<file path="config.mk">
export PLATFORM = sky130hd
export DESIGN_NAME = prog_retry_seq
export DESIGN_NICKNAME = d
export VERILOG_FILES = /design/src/rtl/prog_seq_pkg.sv /design/src/rtl/prog_seq_timer.sv /design/src/rtl/prog_seq_tries.sv /design/src/rtl/prog_retry_seq.sv
export SDC_FILE = /design/constraint.sdc
export NUM_CORES = 1
export LEC_CHECK = 0
export ABC_CLOCK_PERIOD_IN_PS = 2900
export CAP_MARGIN = 20
export CORE_MARGIN = 2
export CORE_UTILIZATION = 30
export CTS_BUF_LIST = sky130_fd_sc_hd__clkbuf_8
export CTS_CLUSTER_SIZE = 25
export DETAILED_ROUTE_END_ITERATION = 10
export DONT_BUFFER_PORTS = 1
export SLEW_MARGIN = 20
export SYNTH_ARGS = -nofsm -noshare
export SYNTH_HDL_FRONTEND = slang
export SYNTH_SLANG_ARGS = --single-unit
</file>
<file path="constraint.sdc">
create_clock -name clk -period 2.9 [get_ports clk]
set_input_delay 0.87 -clock clk [delete_from_list [all_inputs] [get_ports clk]]
set_output_delay 0.87 -clock clk [all_outputs]
set_load 0.01 [all_outputs]
</file>
<file path="src/rtl/prog_seq_pkg.sv">
package prog_seq_pkg;

    typedef enum logic [3:0] {
        ST_IDLE,
        ST_SETUP,
        ST_LOAD,
        ST_PULSE,
        ST_VCMD,
        ST_SETTLE,
        ST_READ,
        ST_CMP,
        ST_EXIT
    } seq_state_t;

    localparam logic [7:0] CMD_PROG_SETUP  = 8'h40;
    localparam logic [7:0] CMD_PROG_VERIFY = 8'hC0;
    localparam logic [7:0] CMD_READ_MODE   = 8'h00;

endpackage

</file>
<file path="src/rtl/prog_seq_timer.sv">
module prog_seq_timer #(
    parameter int CNT_W = 12
) (
    input  logic             clk,
    input  logic             rst_n,
    input  logic             load,
    input  logic [CNT_W-1:0] load_val,
    input  logic             dec,
    output logic             expired
);
    logic [CNT_W-1:0] cnt_d, cnt_q;

    always_comb begin
        cnt_d = cnt_q;
        if (load) begin
            cnt_d = load_val;
        end else if (dec && cnt_q != '0) begin
            cnt_d = cnt_q - 1'b1;
        end
    end

    always_ff @(posedge clk) begin
        if (!rst_n) cnt_q <= '0;
        else        cnt_q <= cnt_d;
    end

    assign expired = (cnt_q == '0);

    // wait states only request a decrement while time remains
    a_r3_no_underflow: assert property (@(posedge clk) disable iff (!rst_n)
        !(dec && expired));
endmodule

</file>
<file path="src/rtl/prog_seq_tries.sv">
module prog_seq_tries #(
    parameter int MAX_TRIES = 25,
    localparam int TW = $clog2(MAX_TRIES + 1)
) (
    input  logic          clk,
    input  logic          rst_n,
    input  logic          clr,
    input  logic          inc,
    output logic [TW-1:0] count,
    output logic          at_limit
);
    logic [TW-1:0] cnt_d, cnt_q;

    always_comb begin
        cnt_d = cnt_q;
        if (clr)      cnt_d = '0;
        else if (inc) cnt_d = cnt_q + 1'b1;
    end

    always_ff @(posedge clk) begin
        if (!rst_n) cnt_q <= '0;
        else        cnt_q <= cnt_d;
    end

    assign count    = cnt_q;
    assign at_limit = (cnt_q == TW'(MAX_TRIES));

    a_r6_tries_bounded: assert property (@(posedge clk) disable iff (!rst_n)
        cnt_q <= TW'(MAX_TRIES));
    a_r6_no_inc_at_limit: assert property (@(posedge clk) disable iff (!rst_n)
        !(inc && at_limit));
endmodule

</file>
<file path="src/rtl/prog_retry_seq.sv">
module prog_retry_seq
    import prog_seq_pkg::*;
#(
    parameter int ADDR_W     = 18,
    parameter int DATA_W     = 8,
    parameter int PULSE_CYC  = 1250,
    parameter int SETTLE_CYC = 4,
    parameter int MAX_TRIES  = 25,
    localparam int LONGEST   = (PULSE_CYC > SETTLE_CYC) ? PULSE_CYC : SETTLE_CYC,
    localparam int CNT_W     = $clog2(LONGEST + 1),
    localparam int TW        = $clog2(MAX_TRIES + 1)
) (
    input  logic              clk,
    input  logic              rst_n,
    input  logic              start,
    input  logic [ADDR_W-1:0] start_addr,
    input  logic [DATA_W-1:0] start_data,
    output logic              busy,
    output logic              done,
    output logic              fail,
    output logic [ADDR_W-1:0] bus_addr,
    output logic [DATA_W-1:0] bus_wdata,
    output logic              bus_wr,
    output logic              bus_rd,
    input  logic [DATA_W-1:0] bus_rdata
);
    typedef struct packed {
        seq_state_t        st;
        logic [ADDR_W-1:0] addr;
        logic [DATA_W-1:0] data;
        logic              pass;
        logic              done;
        logic              fail;
    } seq_reg_t;

    seq_reg_t r_d, r_q;

    logic             tmr_load, tmr_dec, tmr_expired;
    logic [CNT_W-1:0] tmr_val;
    logic             try_clr, try_inc, try_at_limit;
    logic [TW-1:0]    try_count;

    prog_seq_timer #(.CNT_W(CNT_W)) u_timer (
        .clk      (clk),
        .rst_n    (rst_n),
        .load     (tmr_load),
        .load_val (tmr_val),
        .dec      (tmr_dec),
        .expired  (tmr_expired)
    );

    prog_seq_tries #(.MAX_TRIES(MAX_TRIES)) u_tries (
        .clk      (clk),
        .rst_n    (rst_n),
        .clr      (try_clr),
        .inc      (try_inc),
        .count    (try_count),
        .at_limit (try_at_limit)
    );

    always_comb begin
        r_d      = r_q;
        r_d.done = 1'b0;
        r_d.fail = 1'b0;
        tmr_load = 1'b0;
        tmr_val  = '0;
        tmr_dec  = 1'b0;
        try_clr  = 1'b0;
        try_inc  = 1'b0;
        unique case (r_q.st)
            ST_IDLE: begin
                if (start) begin
                    r_d.addr = start_addr;
                    r_d.data = start_data;
                    r_d.pass = 1'b0;
                    r_d.st   = ST_SETUP;
                    try_clr  = 1'b1;
                end
            end
            ST_SETUP: r_d.st = ST_LOAD;
            ST_LOAD: begin
                tmr_load = 1'b1;
                tmr_val  = CNT_W'(PULSE_CYC - 1);
                try_inc  = 1'b1;
                r_d.st   = ST_PULSE;
            end
            ST_PULSE: begin
                if (tmr_expired) r_d.st = ST_VCMD;
                else             tmr_dec = 1'b1;
            end
            ST_VCMD: begin
                tmr_load = 1'b1;
                tmr_val  = CNT_W'(SETTLE_CYC - 1);
                r_d.st   = ST_SETTLE;
            end
            ST_SETTLE: begin
                if (tmr_expired) r_d.st = ST_READ;
                else             tmr_dec = 1'b1;
            end
            ST_READ: r_d.st = ST_CMP;
            ST_CMP: begin
                if (bus_rdata == r_q.data) begin
                    r_d.pass = 1'b1;
                    r_d.st   = ST_EXIT;
                end else if (try_at_limit) begin
                    r_d.pass = 1'b0;
                    r_d.st   = ST_EXIT;
                end else begin
                    r_d.st   = ST_SETUP;
                end
            end
            ST_EXIT: begin
                r_d.done = r_q.pass;
                r_d.fail = !r_q.pass;
                r_d.st   = ST_IDLE;
            end
            default: r_d.st = ST_IDLE;
        endcase
    end

    always_ff @(posedge clk) begin
        if (!rst_n) begin
            r_q <= '{st: ST_IDLE, addr: '0, data: '0, pass: 1'b0,
                     done: 1'b0, fail: 1'b0};
        end else begin
            r_q <= r_d;
        end
    end

    always_comb begin
        bus_wr    = 1'b0;
        bus_rd    = 1'b0;
        bus_wdata = '0;
        unique case (r_q.st)
            ST_SETUP: begin bus_wr = 1'b1; bus_wdata = DATA_W'(CMD_PROG_SETUP);  end
            ST_LOAD:  begin bus_wr = 1'b1; bus_wdata = r_q.data;                 end
            ST_VCMD:  begin bus_wr = 1'b1; bus_wdata = DATA_W'(CMD_PROG_VERIFY); end
            ST_EXIT:  begin bus_wr = 1'b1; bus_wdata = DATA_W'(CMD_READ_MODE);   end
            ST_READ:  bus_rd = 1'b1;
            default: ;
        endcase
    end

    assign bus_addr = r_q.addr;
    assign busy     = (r_q.st != ST_IDLE);
    assign done     = r_q.done;
    assign fail     = r_q.fail;

    initial begin
        a_r3_params: assert (PULSE_CYC >= 1 && SETTLE_CYC >= 1 && MAX_TRIES >= 1);
    end

    a_r10_no_wr_rd_overlap: assert property (@(posedge clk) disable iff (!rst_n)
        !(bus_wr && bus_rd));
    a_r7_done_fail_exclusive: assert property (@(posedge clk) disable iff (!rst_n)
        !(done && fail));
    a_r7_result_after_exit: assert property (@(posedge clk) disable iff (!rst_n)
        (done || fail) |-> ($past(bus_wr) && $past(bus_wdata) == DATA_W'(CMD_READ_MODE)));
    a_r8_idle_when_reporting: assert property (@(posedge clk) disable iff (!rst_n)
        (done || fail) |-> !busy);
    a_r6_fail_at_limit: assert property (@(posedge clk) disable iff (!rst_n)
        fail |-> try_at_limit);
    a_r9_latch_held: assert property (@(posedge clk) disable iff (!rst_n)
        (busy && $past(busy)) |-> ($stable(bus_addr)));
    a_r3_verify_after_pulse: assert property (@(posedge clk) disable iff (!rst_n)
        (r_q.st == ST_VCMD) |-> ($past(r_q.st) == ST_PULSE && $past(tmr_expired)));
endmodule

</file>
# Word level (Yosys, flattened, before mapping)
# Index checks and enable logic that the tools add are counted.
totals:
  ff_bits: 49
  inputBits: 37
  elab_cells: 62
op_classes:
  n_addsub: 2
  n_eq_ne: 14
  n_mux: 21
  bitwise: 1
  n_reduce_logical: 16
op_table:
  columns: ["op", "count"]
  rows:
  - ["4-bit one-hot mux with 8 select lines", 1]
  - ["31-bit 2-to-1 mux", 1]
  - ["8-bit one-hot mux with 3 select lines", 1]
  - ["11-bit 2-to-1 mux", 2]
  - ["11-bit one-hot mux with 2 select lines", 1]
  - ["4-bit by 3-bit equality test with 1-bit output (second input constant)", 4]
  - ["4-bit 2-to-1 mux", 4]
  - ["11-bit logical NOT", 1]
  - ["11-bit nonzero test", 1]
  - ["11-bit by 1-bit subtractor with 11-bit output (second input constant)", 1]
  - ["1-bit 2-to-1 mux", 10]
  - ["4-bit by 2-bit equality test with 1-bit output (second input constant)", 2]
  - ["8-bit equality test", 1]
  - ["2-bit inequality test (second input constant)", 3]
  - ["3-bit AND reduction", 2]
  - ["2-bit OR reduction", 3]
  - ["5-bit by 1-bit adder with 5-bit output (second input constant)", 1]
  - ["5-bit equality test (second input constant)", 1]
  - ["4-bit by 1-bit equality test with 1-bit output (second input constant)", 1]
  - ["4-bit equality test (second input constant)", 1]
  - ["4-bit logical NOT", 1]
  - ["2-bit AND reduction", 2]
  - ["2-bit nonzero test", 2]
  - ["4-bit nonzero test", 1]
  - ["6 further kinds", 6]

# Longest topological paths before layout
# Gate-level depths: netlist of run 1.
logic_depth:
  ltp_word: 6
  ltp_mapped: 7
  depth_no_buf: 6

# Cells and area by module
# Synthesis of run 1 repeated with hierarchy kept, for this count alone.
hier_totals:
  hier_cells: 314
  area_unflattened_um2: 2615.0
by_module_without_submodules:
  columns: ["module", "n_inst", "cells_per_inst", "area_each_um2"]
  rows:
  - ["prog_retry_seq", 1, 213, 1740.4]
  - ["prog_seq_timer", 1, 75, 613.1]
  - ["prog_seq_tries", 1, 26, 261.5]

# Worst setup path before layout of run 1
# Ideal clock, no wire load.
synth_path:
  path_kind: "reg-to-output"
  startpoint: "reg r_q[29] in the netlist's numbering"
  endpoint: "out bus_wdata[0]"
  t_arrival_ns: 1.610
  required_ns: 2.030
  setup_slack_ns: 0.420
  path_stages_with_launch: 5
  path_cell_list: "dfxtp_1 clkbuf_1 nor4b_1 clkbuf_1 and2_1"
synth_via:
  elab_chain_cells: 2
  word_cells_on_any_way: 4
synth_rtl:
  columns: ["element", "line", "text"]
  rows:
  - ["start, declared", "prog_retry_seq.sv:36", "seq_reg_t r_d, r_q;"]
  - ["start signal, assigned", "prog_retry_seq.sv:123", "r_q <= '{st: ST_IDLE, addr: '0, data: '0, pass: 1'b0,"]
  - ["start signal, assigned", "prog_retry_seq.sv:126", "r_q <= r_d;"]
  - ["4-bit by 3-bit equality test with 1-bit output, or another cell as far along", "prog_retry_seq.sv:134", "unique case (r_q.st)"]
  - ["8-bit one-hot mux with 3 select lines *", "prog_retry_seq.sv:134", null]
  - ["end, declared", "prog_retry_seq.sv:22", "output logic [DATA_W-1:0] bus_wdata,"]
# Every way passes the cells marked *; elsewhere a longest branch is shown, timed or not.

# Final worst setup path of run 1
layout_path:
  startpoint: "reg r_q[29] in the netlist's numbering"
  endpoint: "out bus_wr"
layout_via:
  elab_chain_cells: 3
  word_cells_on_any_way: 6
layout_rtl:
  columns: ["element", "line", "text"]
  rows:
  - ["4-bit equality test, or another cell as far along", "prog_retry_seq.sv:134", null]
  - ["4-bit OR reduction (no source line) *", null, null]
  - ["1-bit 2-to-1 mux *", "prog_retry_seq.sv:134", null]
  - ["end, declared", "prog_retry_seq.sv:23", "output logic bus_wr,"]
# Marked as above.

==> results of run 1 <==
## worst min-delay path by stage
stage               slack (ns)   start   end  cells after the start
floorplan                 0.42  r_q[2]  fail                      1
global placement          0.45  r_q[2]  done                      2
detailed placement        0.45  r_q[2]  fail                      1
CTS                       0.47  r_q[2]  fail                      1
global route              0.49  r_q[2]  fail                      1
finish                    0.46  r_q[2]  fail                      1
## cells in the mapped netlist (4+ instances only)
library cell               count  share of area [%]
sky130_fd_sc_hd__xor2_1       12                4.2
sky130_fd_sc_hd__clkbuf_1     13                2.0
sky130_fd_sc_hd__nand4_1       6                1.5
sky130_fd_sc_hd__ha_1          4                2.0
sky130_fd_sc_hd__dfxtp_1      49                 39
sky130_fd_sc_hd__nor3_1        9                1.8
sky130_fd_sc_hd__nor4_1        4                1.0
sky130_fd_sc_hd__buf_2         5                1.0
sky130_fd_sc_hd__nor2_1       17                2.5
sky130_fd_sc_hd__a21oi_1      31                6.2
sky130_fd_sc_hd__nand3_1       5                1.0
sky130_fd_sc_hd__nand2_1      65                9.7
sky130_fd_sc_hd__or4_1         4                1.2
sky130_fd_sc_hd__o21ai_0       7                1.4
sky130_fd_sc_hd__and2_1        6                1.5
sky130_fd_sc_hd__buf_4        18                5.4
sky130_fd_sc_hd__inv_1        10                1.5
## cells by family (layout without fill, tap and decap cells)
group	Yosys count	in the layout
multiplexers	1	1
XOR/XNOR	15	15
adder cells (fa/ha/maj)	4	4
flip-flops	49	49
AO/OA/AOI/OAI	66	66
AND/OR/NAND/NOR	136	136
buffers and inverters	47	23
## cell usage in the layout, fill, tap and decap left out, types with 6 or more instances in the layout
master / instances
sky130_fd_sc_hd__dfxtp_1: 49
sky130_fd_sc_hd__nor2_1: 17
sky130_fd_sc_hd__nand4_1: 6
sky130_fd_sc_hd__inv_1: 11
sky130_fd_sc_hd__o21ai_0: 7
sky130_fd_sc_hd__nand2_1: 65
sky130_fd_sc_hd__nor3_1: 9
sky130_fd_sc_hd__a21oi_1: 31
sky130_fd_sc_hd__and2_1: 6
sky130_fd_sc_hd__xor2_1: 12
## layout make-up
class | instances | area share, %
clock inverters | 3 | 1.65
inverters | 10 | 1.46
well taps | 105 | 5.10
repair buffers | 5 | 1.46
flip-flops and latches | 49 | 38.1
clock buffers | 5 | 2.67
multi-input cells | 222 | 49.6
## sequential cells by signal (all words and copies together), names as in the netlist
signal	cells
bus_addr	18
r_q	13
u_timer.cnt_q	11
u_tries.count	5
done	1
fail	1
## routing by layer
metal | GRT usage (%) | wire (µm) | up-vias
li1 | - | - | 1023
met1 | 17.4 | 2670 | 941
met2 | 18.5 | 2620 | 56
met3 | 4.90 | 385 | 2
met4 | 4.95 | 48 | 0
met5 | 0 | 0 | -
## power groups by stage
| stage | Combinational [mW] | Sequential (mW) | Clock, mW |
|---|---|---|---|
| 2_1_floorplan | 0.636 | 0.819 | 0 |
| 6_report | 0.673 | 0.874 | 0.487 |
| 3_5_place_dp | 0.677 | 0.888 | 0 |
| 5_1_grt | 0.769 | 0.888 | 0.533 |
| 4_1_cts | 0.677 | 0.873 | 0.506 |
| 3_3_place_gp | 0.660 | 0.885 | 0 |
## worst max-delay path, cell delays in order, from the launching register on
cell and delay, ns:
sky130_fd_sc_hd__dfxtp_1 0.50, sky130_fd_sc_hd__nor2_1 0.44, sky130_fd_sc_hd__a21oi_1 0.13, sky130_fd_sc_hd__o21ai_0 0.37
## metrics by stage
step | hold WS (ns) | setup slack [ns] | util (%) | cells | total power [mW]
after CTS | 0.468 | 0.303 | 31.7 | 399 | 2.06
final | 0.461 | 0.290 | 31.7 | 399 | 2.03
after floorplan | 0.417 | 0.420 | - | 318 | 1.45
after global placement | 0.450 | 0.687 | 30.3 | 391 | 1.55
after detailed placement | 0.449 | 0.639 | 30.3 | 391 | 1.57
after global routing | 0.489 | 0.130 | 31.7 | 399 | 2.19
==> impl_summary.log, run 1 <==
[metrics] status: finished clean
[metrics] gpl congestion: 0.753
[metrics] pin count of the biggest net entering global routing: 21
[metrics] final critical delay including setup and external delays: ~2.6 ns
[metrics] die boundary height: roughly 95 µm
[metrics] antenna diode count: 0
[metrics] switching share of power: 38.2%
[metrics] Async SR Flop Fraction: 0%
[metrics] cells resized by post-CTS repair: 0
[metrics] final routed wire length divided by cell count: ~14 µm
[metrics] Cell Rows: 33
[metrics] hold violation count in the final report: 0
[metrics] Storage cell area: roughly 1000 µm²
[metrics] total congestion overflow after global routing: 0
[metrics] area of all placed cells without fillers: between 0.002 and 0.003 mm²
[metrics] Power per Cell Area: 790 mW/mm²
[metrics] initial DRC count: between 100 and 150
[metrics] unrepaired setup endpoints after global routing: no
[metrics] Setup Total Neg Slack: 0 ns
[metrics] Main synth FF type: sky130_fd_sc_hd__dfxtp_1
[metrics] fraction of synthesized area in multiplexers: less than 1%
[metrics] Final setup violation count: 0
[metrics] fraction of the mapped netlist area in compound gates: 16.6%
[metrics] count of final max-slew check failures: 0
[metrics] top-level port count: 68
[metrics] number of vias per cell: 5.07
[metrics] global-route wire length before repair: 8.90 mm
[metrics] CP max FO: 18
[metrics] hold buffer count at cts: 0
[metrics] Worst R2R Start: r_q[30]
[metrics] EDFF count, synth: 0
[metrics] vias after detailed routing: between 2000 and 2500
[metrics] FILL cells: 854
[metrics] placed cell area: 0.00246 mm²
[metrics] synthesis-to-finish area growth: 2.95%
[metrics] area share of and/or/nand/nor cells after synthesis: 26.6%
[metrics] depth of the CTS H-tree: 2
[metrics] clock slew at the register clock pins of the worst setup and hold paths: roughly 0.090 ns
[metrics] Final ANT Viol Nets: 0
[metrics] Total Die Area: 0.00909 mm²
[metrics] share of post-route cells with drive strength above 1: 6.12%
[metrics] clock tree root buffer cell: sky130_fd_sc_hd__clkbuf_8
[metrics] total of buffers placed on input and output ports: 0
[metrics] share of the clock period used by the worst path: between 90% and 100%
[metrics] internal power: 1.26 mW
[metrics] width of the die: 95.3 µm
[metrics] share of power burned in combinational logic: 33.1%
[metrics] worst-skew pair later-pin latency: 0.30 ns
[metrics] worst reg2reg path depth: 4
[metrics] Floorplan Core Area: 0.00813 mm²
[metrics] clock tree buffer depth: 2
[metrics] Worst slew margin: 53.3%
[metrics] Inserted Clock Buffers: 5
[metrics] area share of xor/xnor cells in the synthesized design: 5.25%
[metrics] largest family of logic cells by synthesized area: simple AND/OR/NAND/NOR gates
[metrics] total area of multi-input combinational cells: around 0.0013 mm²
[metrics] initial antenna violation count: 0
[metrics] Cells after Synth: 318
[metrics] Synth Area in Adders: 2.00%
[metrics] data required time of the critical path: just over 2 ns
[metrics] static power due to leakage: 0.998 nW
[metrics] post-synthesis sequential area ratio: around two fifths
[metrics] vias in the first global route: roughly 1800
[metrics] starting utilization of the core area: a little under a third
[metrics] Crit Reg-Reg Endpoint: u_timer.cnt_q[3]
[metrics] warning count from the yosys run: 0
[metrics] fin nets: 334
[metrics] transition time of the tightest slew-check pin: 0.695 ns
[metrics] count of clock tree sinks: 49
[metrics] setup slack on the worst flop-to-flop path: approximately 0.8 ns
[metrics] element type at the critical path start: flop
[metrics] Post-Route WL: 5.72 mm
[metrics] Min-Delay Path Class: reg2reg
[metrics] part of the total power dissipated in sequential elements: 42.9%
[metrics] class of the most critical setup path: reg2out
[metrics] data arrival time of the critical path: between 1.5 and 2 ns
[metrics] worst ir drop on vdd: 0.000308 V
[metrics] clock share of power: 24.0%
[metrics] Max Cap Violations: 0
[metrics] worst-case clock skew: around 0.0045 ns
[metrics] synthesized netlist net count: 359
[metrics] DRC errors left: 0
[metrics] type of element capturing the critical path: output pin
[metrics] crit path to: bus_wr
[metrics] timing-limited maximum frequency: between 300 and 400 MHz
[metrics] dpl hpwl: 4.21 mm
[metrics] global routing usage summed across all routing layers: 12.9%
[metrics] number of distinct standard cells referenced by the synthesized netlist: 48
[metrics] per-instance average area after synthesis: 7.87 µm²
[metrics] source of the critical timing path: r_q[29]
[metrics] router iterations before antenna repair: 4
[metrics] Switching Power: 778 µW
[metrics] TritonCTS clock tree: yes
[metrics] postcts setup bufs: 0
[metrics] Synth Register Bits: between 40 and 50
[metrics] total standard cell area after synthesis: 0.00250 mm²
No activity file was read; power rests on OpenSTA's default activity.
==> run 2: changes to the inputs <==
--- a/config.mk
+++ b/config.mk
@@ -7,12 +7,14 @@
 export LEC_CHECK = 0
 export ABC_CLOCK_PERIOD_IN_PS = 2900
 export CAP_MARGIN = 20
+export CORE_ASPECT_RATIO = 0.5
 export CORE_MARGIN = 2
 export CORE_UTILIZATION = 30
 export CTS_BUF_LIST = sky130_fd_sc_hd__clkbuf_8
 export CTS_CLUSTER_SIZE = 25
 export DETAILED_ROUTE_END_ITERATION = 10
 export DONT_BUFFER_PORTS = 1
+export PLACE_DENSITY_LB_ADDON = 0.1
 export SLEW_MARGIN = 20
 export SYNTH_ARGS = -nofsm -noshare
 export SYNTH_HDL_FRONTEND = slang
==> constraint.sdc (replaced) <==
create_clock -name clk -period 2.9 [get_ports clk]
set_input_delay 0.435 -clock clk [delete_from_list [all_inputs] [get_ports clk]]
set_output_delay 0.435 -clock clk [all_outputs]
set_load 0.01 [all_outputs]
==> run 2 against run 1 <==
Against the previous run:
- clock-buffer cell count grew 1
- die area grew 0.49%
- first-iteration DRC count grew 9.8%
- sequential share of layout area grew 0.13 points
- largest cell class unchanged
- register-to-register slack lost 0.11 ns
- largest power group unchanged
- clock skew grew 0.0021 ns
- via count grew 2.3%
- critical endpoint is now bus_wdata[1]
==> impl_summary.log, run 2 (synthesis gave the netlist of run 1 again) <==
[metrics] timing-limited maximum frequency: about 430 MHz
[metrics] number of gates on the worst path with buffers counted: 2
[metrics] source of the critical timing path: r_q[30]
[metrics] hold violation count in the final report: 0
[metrics] final routed wire length divided by cell count: about 15 µm
[metrics] Cell Rows: 23
[metrics] Total Die Area: 0.00913 mm²
[metrics] Inserted Clock Buffers: 5
[metrics] count of clock tree sinks: 49
[metrics] worst hold-check slack: between 0.2 and 0.3 ns
[metrics] final critical delay including setup and external delays: 2.31 ns
[metrics] number of vias per cell: 5.09
[metrics] Crit Reg-Reg Endpoint: bus_addr[8]
[metrics] clock tree buffer depth: 2
[metrics] CP max stage delay: 0.67 ns
[metrics] DRC errors left: 0
[metrics] clock slew at the register clock pins of the worst setup and hold paths: approximately 0.090 ns
[metrics] synthesis-to-finish area growth: 2.60%
[metrics] Final setup violation count: 0
[metrics] antenna diode count: 0
[metrics] global routing usage summed across all routing layers: 14.5%
[metrics] element type at the critical path start: flop
[metrics] dpl hpwl: roughly 4.5 mm
[metrics] die boundary height: between 60 and 70 µm
[metrics] share of the clock period used by the worst path: 79.7%
[metrics] crit path to: bus_wdata[1]
[metrics] type of element capturing the critical path: output pin
[metrics] worst ir drop on vdd: between 0.0002 and 0.00025 V
[metrics] fin nets: roughly 340
[metrics] cells resized by post-CTS repair: 0
[metrics] data required time of the critical path: 2.47 ns
[metrics] Worst R2R Start: r_q[29]
[metrics] cells along the critical path: nor4b_2, and2_1
[metrics] class of the most critical setup path: reg2out
[metrics] postcts setup bufs: 0
[metrics] initial antenna violation count: 0
[metrics] top-level port count: between 60 and 70
[metrics] clock tree root buffer cell: sky130_fd_sc_hd__clkbuf_8
[metrics] Post-Route WL: slightly above 6 mm
[metrics] Min-Delay Path Class: in2reg
[metrics] FILL cells: 858
[metrics] static power due to leakage: 0.992 nW
[metrics] pin count of the biggest net entering global routing: 33
[metrics] slowest cell on the critical path: sky130_fd_sc_hd__dfxtp_1
[metrics] Power per Cell Area: 769 mW/mm²
[metrics] starting utilization of the core area: ~31%
[metrics] TritonCTS clock tree: yes
[metrics] Floorplan Core Area: 0.00806 mm²
[metrics] worst-case clock skew: 0.00654 ns
[metrics] total of buffers placed on input and output ports: 0
[metrics] width of the die: approximately 130 µm
[metrics] share of post-route cells with drive strength above 1: 6.12%
[metrics] CP max FO: 15
[metrics] commonest cells after routing, fill and taps aside: sky130_fd_sc_hd__nand2_1 (65), sky130_fd_sc_hd__dfxtp_1 (49), sky130_fd_sc_hd__a21oi_1 (31)
[metrics] worst reg2reg path depth: 5
[metrics] status: finished clean
[metrics] global-route wire length before repair: 10.2 mm
[metrics] data arrival time of the critical path: 1.88 ns
[metrics] unrepaired setup endpoints after global routing: no
[metrics] worst-skew pair later-pin latency: 0.30 ns
[metrics] buffer and inverter count on the worst path: 0
[metrics] total congestion overflow after global routing: 0
[metrics] Worst path top cell family by delay: simple AND/OR/NAND/NOR gates
[metrics] Worst slew margin: 56.7%
[metrics] Max Cap Violations: 0
[metrics] router iterations before antenna repair: 5
[metrics] Tot Pwr: 1.97 mW
[metrics] hold buffer count at cts: 0
[metrics] Post-Place Cells: 399
[metrics] number of flip-flops in the largest register: 18
[metrics] gpl congestion: between 0.7 and 0.8
[metrics] leading cell type in the layout, fill and taps excluded: sky130_fd_sc_hd__nand2_1
[metrics] fin cells: 406
[metrics] transition time of the tightest slew-check pin: 0.644 ns
[metrics] depth of the CTS H-tree: 2
[metrics] vias in the first global route: 2013
[metrics] number of cells on the worst hold path: 1
[metrics] vias after detailed routing: around 2100
[metrics] Setup Total Neg Slack: 0 ns
[metrics] initial DRC count: 146
[metrics] setup slack on the worst flop-to-flop path: about 0.69 ns
[metrics] count of final max-slew check failures: 0
[metrics] Final ANT Viol Nets: 0
[run 2: cell types whose count changed in the layout (fill, tap and decap cells not counted)]
cell	before	now
sky130_fd_sc_hd__buf_4	5	6
sky130_fd_sc_hd__bufinv_16	1	0
sky130_fd_sc_hd__clkbuf_8	5	6
sky130_fd_sc_hd__clkinv_4	1	0
[run 2: worst min-delay path by stage]
stage | endpoint | slack, ns | startpoint
floorplan | fail | 0.42 | r_q[2]
global placement | fail | 0.45 | r_q[2]
detailed placement | fail | 0.45 | r_q[2]
CTS | u_timer.cnt_q[10] | 0.23 | rst_n
global route | u_timer.cnt_q[10] | 0.22 | rst_n
finish | u_timer.cnt_q[10] | 0.25 | rst_n
[run 2: worst reg2reg max path, stage by stage, from the launching register on]
cell	delay, ns
sky130_fd_sc_hd__dfxtp_1	0.53
sky130_fd_sc_hd__nor2_1	0.46
sky130_fd_sc_hd__nand3_1	0.54
sky130_fd_sc_hd__buf_4	0.39
sky130_fd_sc_hd__nand2_1	0.09
sky130_fd_sc_hd__a21oi_1	0.06
[run 2: metrics by stage]
step	utilization [%]	instance area [µm²]	setup slack, ns
3_5_place_dp	30.8	2480	0.685
4_1_cts	31.9	2570	0.552
2_1_floorplan	-	2500	0.855
3_3_place_gp	30.8	2480	0.735
5_1_grt	31.9	2570	0.362
6_report	31.9	2570	0.588
[run 2: routing by layer]
layer	vias up	wire length (µm)	share of wire, %	GRT usage [%]
li1	1025	-	-	-
met1	957	2940	47	18.5
met2	79	2720	44	23.8
met3	7	510	8.2	5.04
met4	0	52	0.84	3.86
met5	-	0	0	0
[run 2: where the power goes]
group / internal (mW) / switching [mW] / total (mW) / leakage, nW
clock: 0.186 / 0.226 / 0.412 / 0.0485
combinational: 0.247 / 0.438 / 0.685 / 0.543
sequential: 0.758 / 0.118 / 0.877 / 0.400
total: 1.19 / 0.782 / 1.97 / 0.992
[run 2: area by class of cell]
| class | count | area, µm² | area share, % |
|---|---|---|---|
| tap | 112 | 140 | 5.46 |
| multi-input combinational | 222 | 1280 | 49.8 |
| sequential | 49 | 981 | 38.2 |
| clock buffer | 6 | 82.6 | 3.22 |
| timing repair buffer | 6 | 45.0 | 1.75 |
| inverter | 10 | 37.5 | 1.46 |
| clock inverter | 1 | 3.75 | 0.146 |
==> run 3: changes to the inputs <==
--- a/config.mk
+++ b/config.mk
@@ -5,7 +5,7 @@
 export SDC_FILE = /design/constraint.sdc
 export NUM_CORES = 1
 export LEC_CHECK = 0
-export ABC_CLOCK_PERIOD_IN_PS = 2900
+export ABC_CLOCK_PERIOD_IN_PS = 1900
 export CAP_MARGIN = 20
 export CORE_ASPECT_RATIO = 0.5
 export CORE_MARGIN = 2
==> constraint.sdc (replaced) <==
create_clock -name clk -period 1.9 [get_ports clk]
set_input_delay 0.285 -clock clk [delete_from_list [all_inputs] [get_ports clk]]
set_output_delay 0.285 -clock clk [all_outputs]
set_load 0.01 [all_outputs]
==> run 3 against run 2 <==
Against the previous run:
- clock skew increased by 0.0021 ns
- core utilization is 3.3 points higher
- critical path depth up 2
==> impl_summary.log, run 3 (synthesis gave the netlist of run 1 again) <==
[metrics] timing-limited maximum frequency: 527 MHz
[metrics] element type at the critical path start: flop
[metrics] Inserted Clock Buffers: 5
[metrics] worst-case clock skew: 0.00868 ns
[metrics] worst hold-check slack: 0.0809 ns
[metrics] PnR worst setup slack: 0.00364 ns
[metrics] router iterations before antenna repair: 4
[metrics] Final setup violation count: 0
[metrics] pre-CTS setup slack: -0.0702 ns
[metrics] Setup Total Neg Slack: 0 ns
[metrics] Max Cap Violations: 0
[metrics] global-route wire length before repair: a little over 10 mm
[metrics] status: finished clean
[metrics] number of vias per cell: between 4 and 5
[metrics] vias after detailed routing: roughly 2100
[metrics] depth of the CTS H-tree: 2
[metrics] Tot Pwr: 3.40 mW
[metrics] Min-Delay Path Class: in2reg
[metrics] data arrival time of the critical path: 2.14 ns
[metrics] clock slew at the register clock pins of the worst setup and hold paths: around 0.10 ns
[metrics] fin nets: 360
[metrics] DRC errors left: 0
[metrics] worst ir drop on vdd: 0.000411 V
[metrics] total of buffers placed on input and output ports: 0
[metrics] dpl hpwl: 4.61 mm
[metrics] number of flip-flops in the largest register: 18
[metrics] hold violation count in the final report: 0
[metrics] min-delay src: rst_n
[metrics] global routing usage summed across all routing layers: 14.5%
[metrics] Final ANT Viol Nets: 0
[metrics] worst reg2reg path depth: 4
[metrics] Power per Cell Area: 1200 mW/mm²
[metrics] internal power: 2.10 mW
[metrics] pin count of the biggest net entering global routing: 33
[metrics] die boundary height: 68.6 µm
[metrics] CP max FO: 4
[metrics] top-level port count: 68
[metrics] part of the total power dissipated in sequential elements: 38.5%
[metrics] class of the most critical setup path: reg2reg
[metrics] initial DRC count: 125
[metrics] Switching Power: 1.30 mW
[metrics] vias in the first global route: roughly 2000
[metrics] terminating pin of the worst hold path: u_timer.cnt_q[0]
[metrics] count of final max-slew check failures: 0
[metrics] share of the clock period used by the worst path: 99.8%
[metrics] unrepaired setup endpoints after global routing: yes
[metrics] transition time of the tightest slew-check pin: between 0.5 and 0.6 ns
[metrics] share of power burned in combinational logic: 43.5%
[metrics] commonest cells after routing, fill and taps aside: sky130_fd_sc_hd__nand2_1 (65), sky130_fd_sc_hd__dfxtp_1 (44), sky130_fd_sc_hd__a21oi_1 (31)
[metrics] gpl congestion: 0.794
[metrics] data required time of the critical path: 2.14 ns
[metrics] Crit Reg-Reg Endpoint: u_timer.cnt_q[9]
[metrics] Floorplan Core Area: between 0.008 and 0.009 mm²
[metrics] clock share of power: about 18%
[metrics] synthesis-to-finish area growth: 13.2%
[metrics] starting utilization of the core area: 31.1%
[metrics] leading cell type in the layout, fill and taps excluded: sky130_fd_sc_hd__nand2_1
[metrics] antenna diode count: 0
[metrics] setup slack on the worst flop-to-flop path: 0.004 ns
[metrics] clock tree buffer depth: 2
[metrics] final routed wire length divided by cell count: 14.5 µm
[metrics] Worst R2R Start: u_timer.cnt_q[0]
[metrics] Post-Route WL: 6.28 mm
[metrics] number of cells on the worst hold path: 1
[metrics] clock tree root buffer cell: sky130_fd_sc_hd__clkbuf_8
[metrics] Total Die Area: around 0.009 mm²
[metrics] TritonCTS clock tree: yes
[metrics] final critical delay including setup and external delays: roughly 1.9 ns
[metrics] CP max stage delay: between 0.5 and 0.6 ns
[metrics] slowest cell on the critical path: sky130_fd_sc_hd__or4_4
[metrics] Worst path top cell family by delay: simple AND/OR/NAND/NOR gates
[metrics] initial antenna violation count: 0
[metrics] share of post-route cells with drive strength above 1: 18.8%
[metrics] Worst slew margin: 66.4%
[metrics] width of the die: 133 µm
[metrics] total congestion overflow after global routing: 0
[metrics] type of element capturing the critical path: flop
[metrics] static power due to leakage: roughly 1.1 nW
[metrics] count of clock tree sinks: 49
[metrics] cells along the critical path: or4_4, or3b_4, or4_1, a21boi_1
[metrics] Cell Rows: 23
[metrics] hold buffer count at cts: 0
[metrics] switching share of power: roughly two fifths
[metrics] worst-skew pair later-pin latency: just over 0.3 ns
[metrics] buffer and inverter count on the worst path: 0
-- run 3: final cells by class --
cell class	count	area [µm²]
clock buffers	5	68.8
clock inverters	3	13.8
fillers	855	5230
inverters	10	37.5
multi-input cells	222	1340
flip-flops and latches	49	987
well taps	112	140
repair buffers	31	240
-- run 3: how the worst max path moves through the flow --
| stage | start | slack [ns] | end | cells after the start |
|---|---|---|---|---|
| 6_report | u_timer.cnt_q[0] | 0.004 | u_timer.cnt_q[9] | 4 |
| 5_1_grt | u_timer.cnt_q[0] | -0.05 | u_timer.cnt_q[9] | 4 |
| 4_1_cts | u_timer.cnt_q[0] | 0.009 | u_timer.cnt_q[9] | 4 |
| 3_5_place_dp | u_timer.cnt_q[0] | -0.07 | u_timer.cnt_q[6] | 7 |
| 3_3_place_gp | u_timer.cnt_q[0] | -0.009 | u_timer.cnt_q[6] | 7 |
| 2_1_floorplan | r_q[29] | 0.005 | bus_wdata[0] | 4 |
-- run 3: routing by layer --
metal  global-route usage, %  up-vias  routed length [µm]
li1                        -     1076                   -
met3                    5.70        9                 491
met5                       0        -                   0
met4                    4.39        0                  74
met2                    22.9       66                2650
met1                    18.7      992                3070
-- run 3: worst register-to-register path, stage by stage, from the launching register on --
cell and delay [ns]:
sky130_fd_sc_hd__dfxtp_2 0.35, sky130_fd_sc_hd__or4_4 0.54, sky130_fd_sc_hd__or3b_4 0.41, sky130_fd_sc_hd__or4_1 0.41, sky130_fd_sc_hd__a21boi_1 0.13
-- run 3: metrics by stage --
step,cells,instance area [µm²],utilization (%)
after floorplan,318,2500,-
after global placement,422,2650,32.9
after detailed placement,422,2650,32.9
after CTS,432,2770,34.4
after global routing,432,2830,35.1
final,432,2830,35.1
-- run 3: timing repair --
| action | in CTS | in global routing |
|---|---|---|
| cloned | 0 | 0 |
| endpoints found under the setup margin | 13 | 13 |
| setup buffers | 2 | 0 |
| gates resized for setup | 7 | 18 |
| pin swaps | 0 | 3 |
-- run 3: power by group through the flow --
| stage | combinational, mW | sequential [mW] | clock (mW) |
|---|---|---|---|
| after CTS | 1.41 | 1.31 | 0.659 |
| after global placement | 1.36 | 1.32 | 0 |
| after detailed placement | 1.36 | 1.32 | 0 |
| after global routing | 1.66 | 1.33 | 0.697 |
| after floorplan | 0.971 | 1.25 | 0 |
| final | 1.48 | 1.31 | 0.611 |
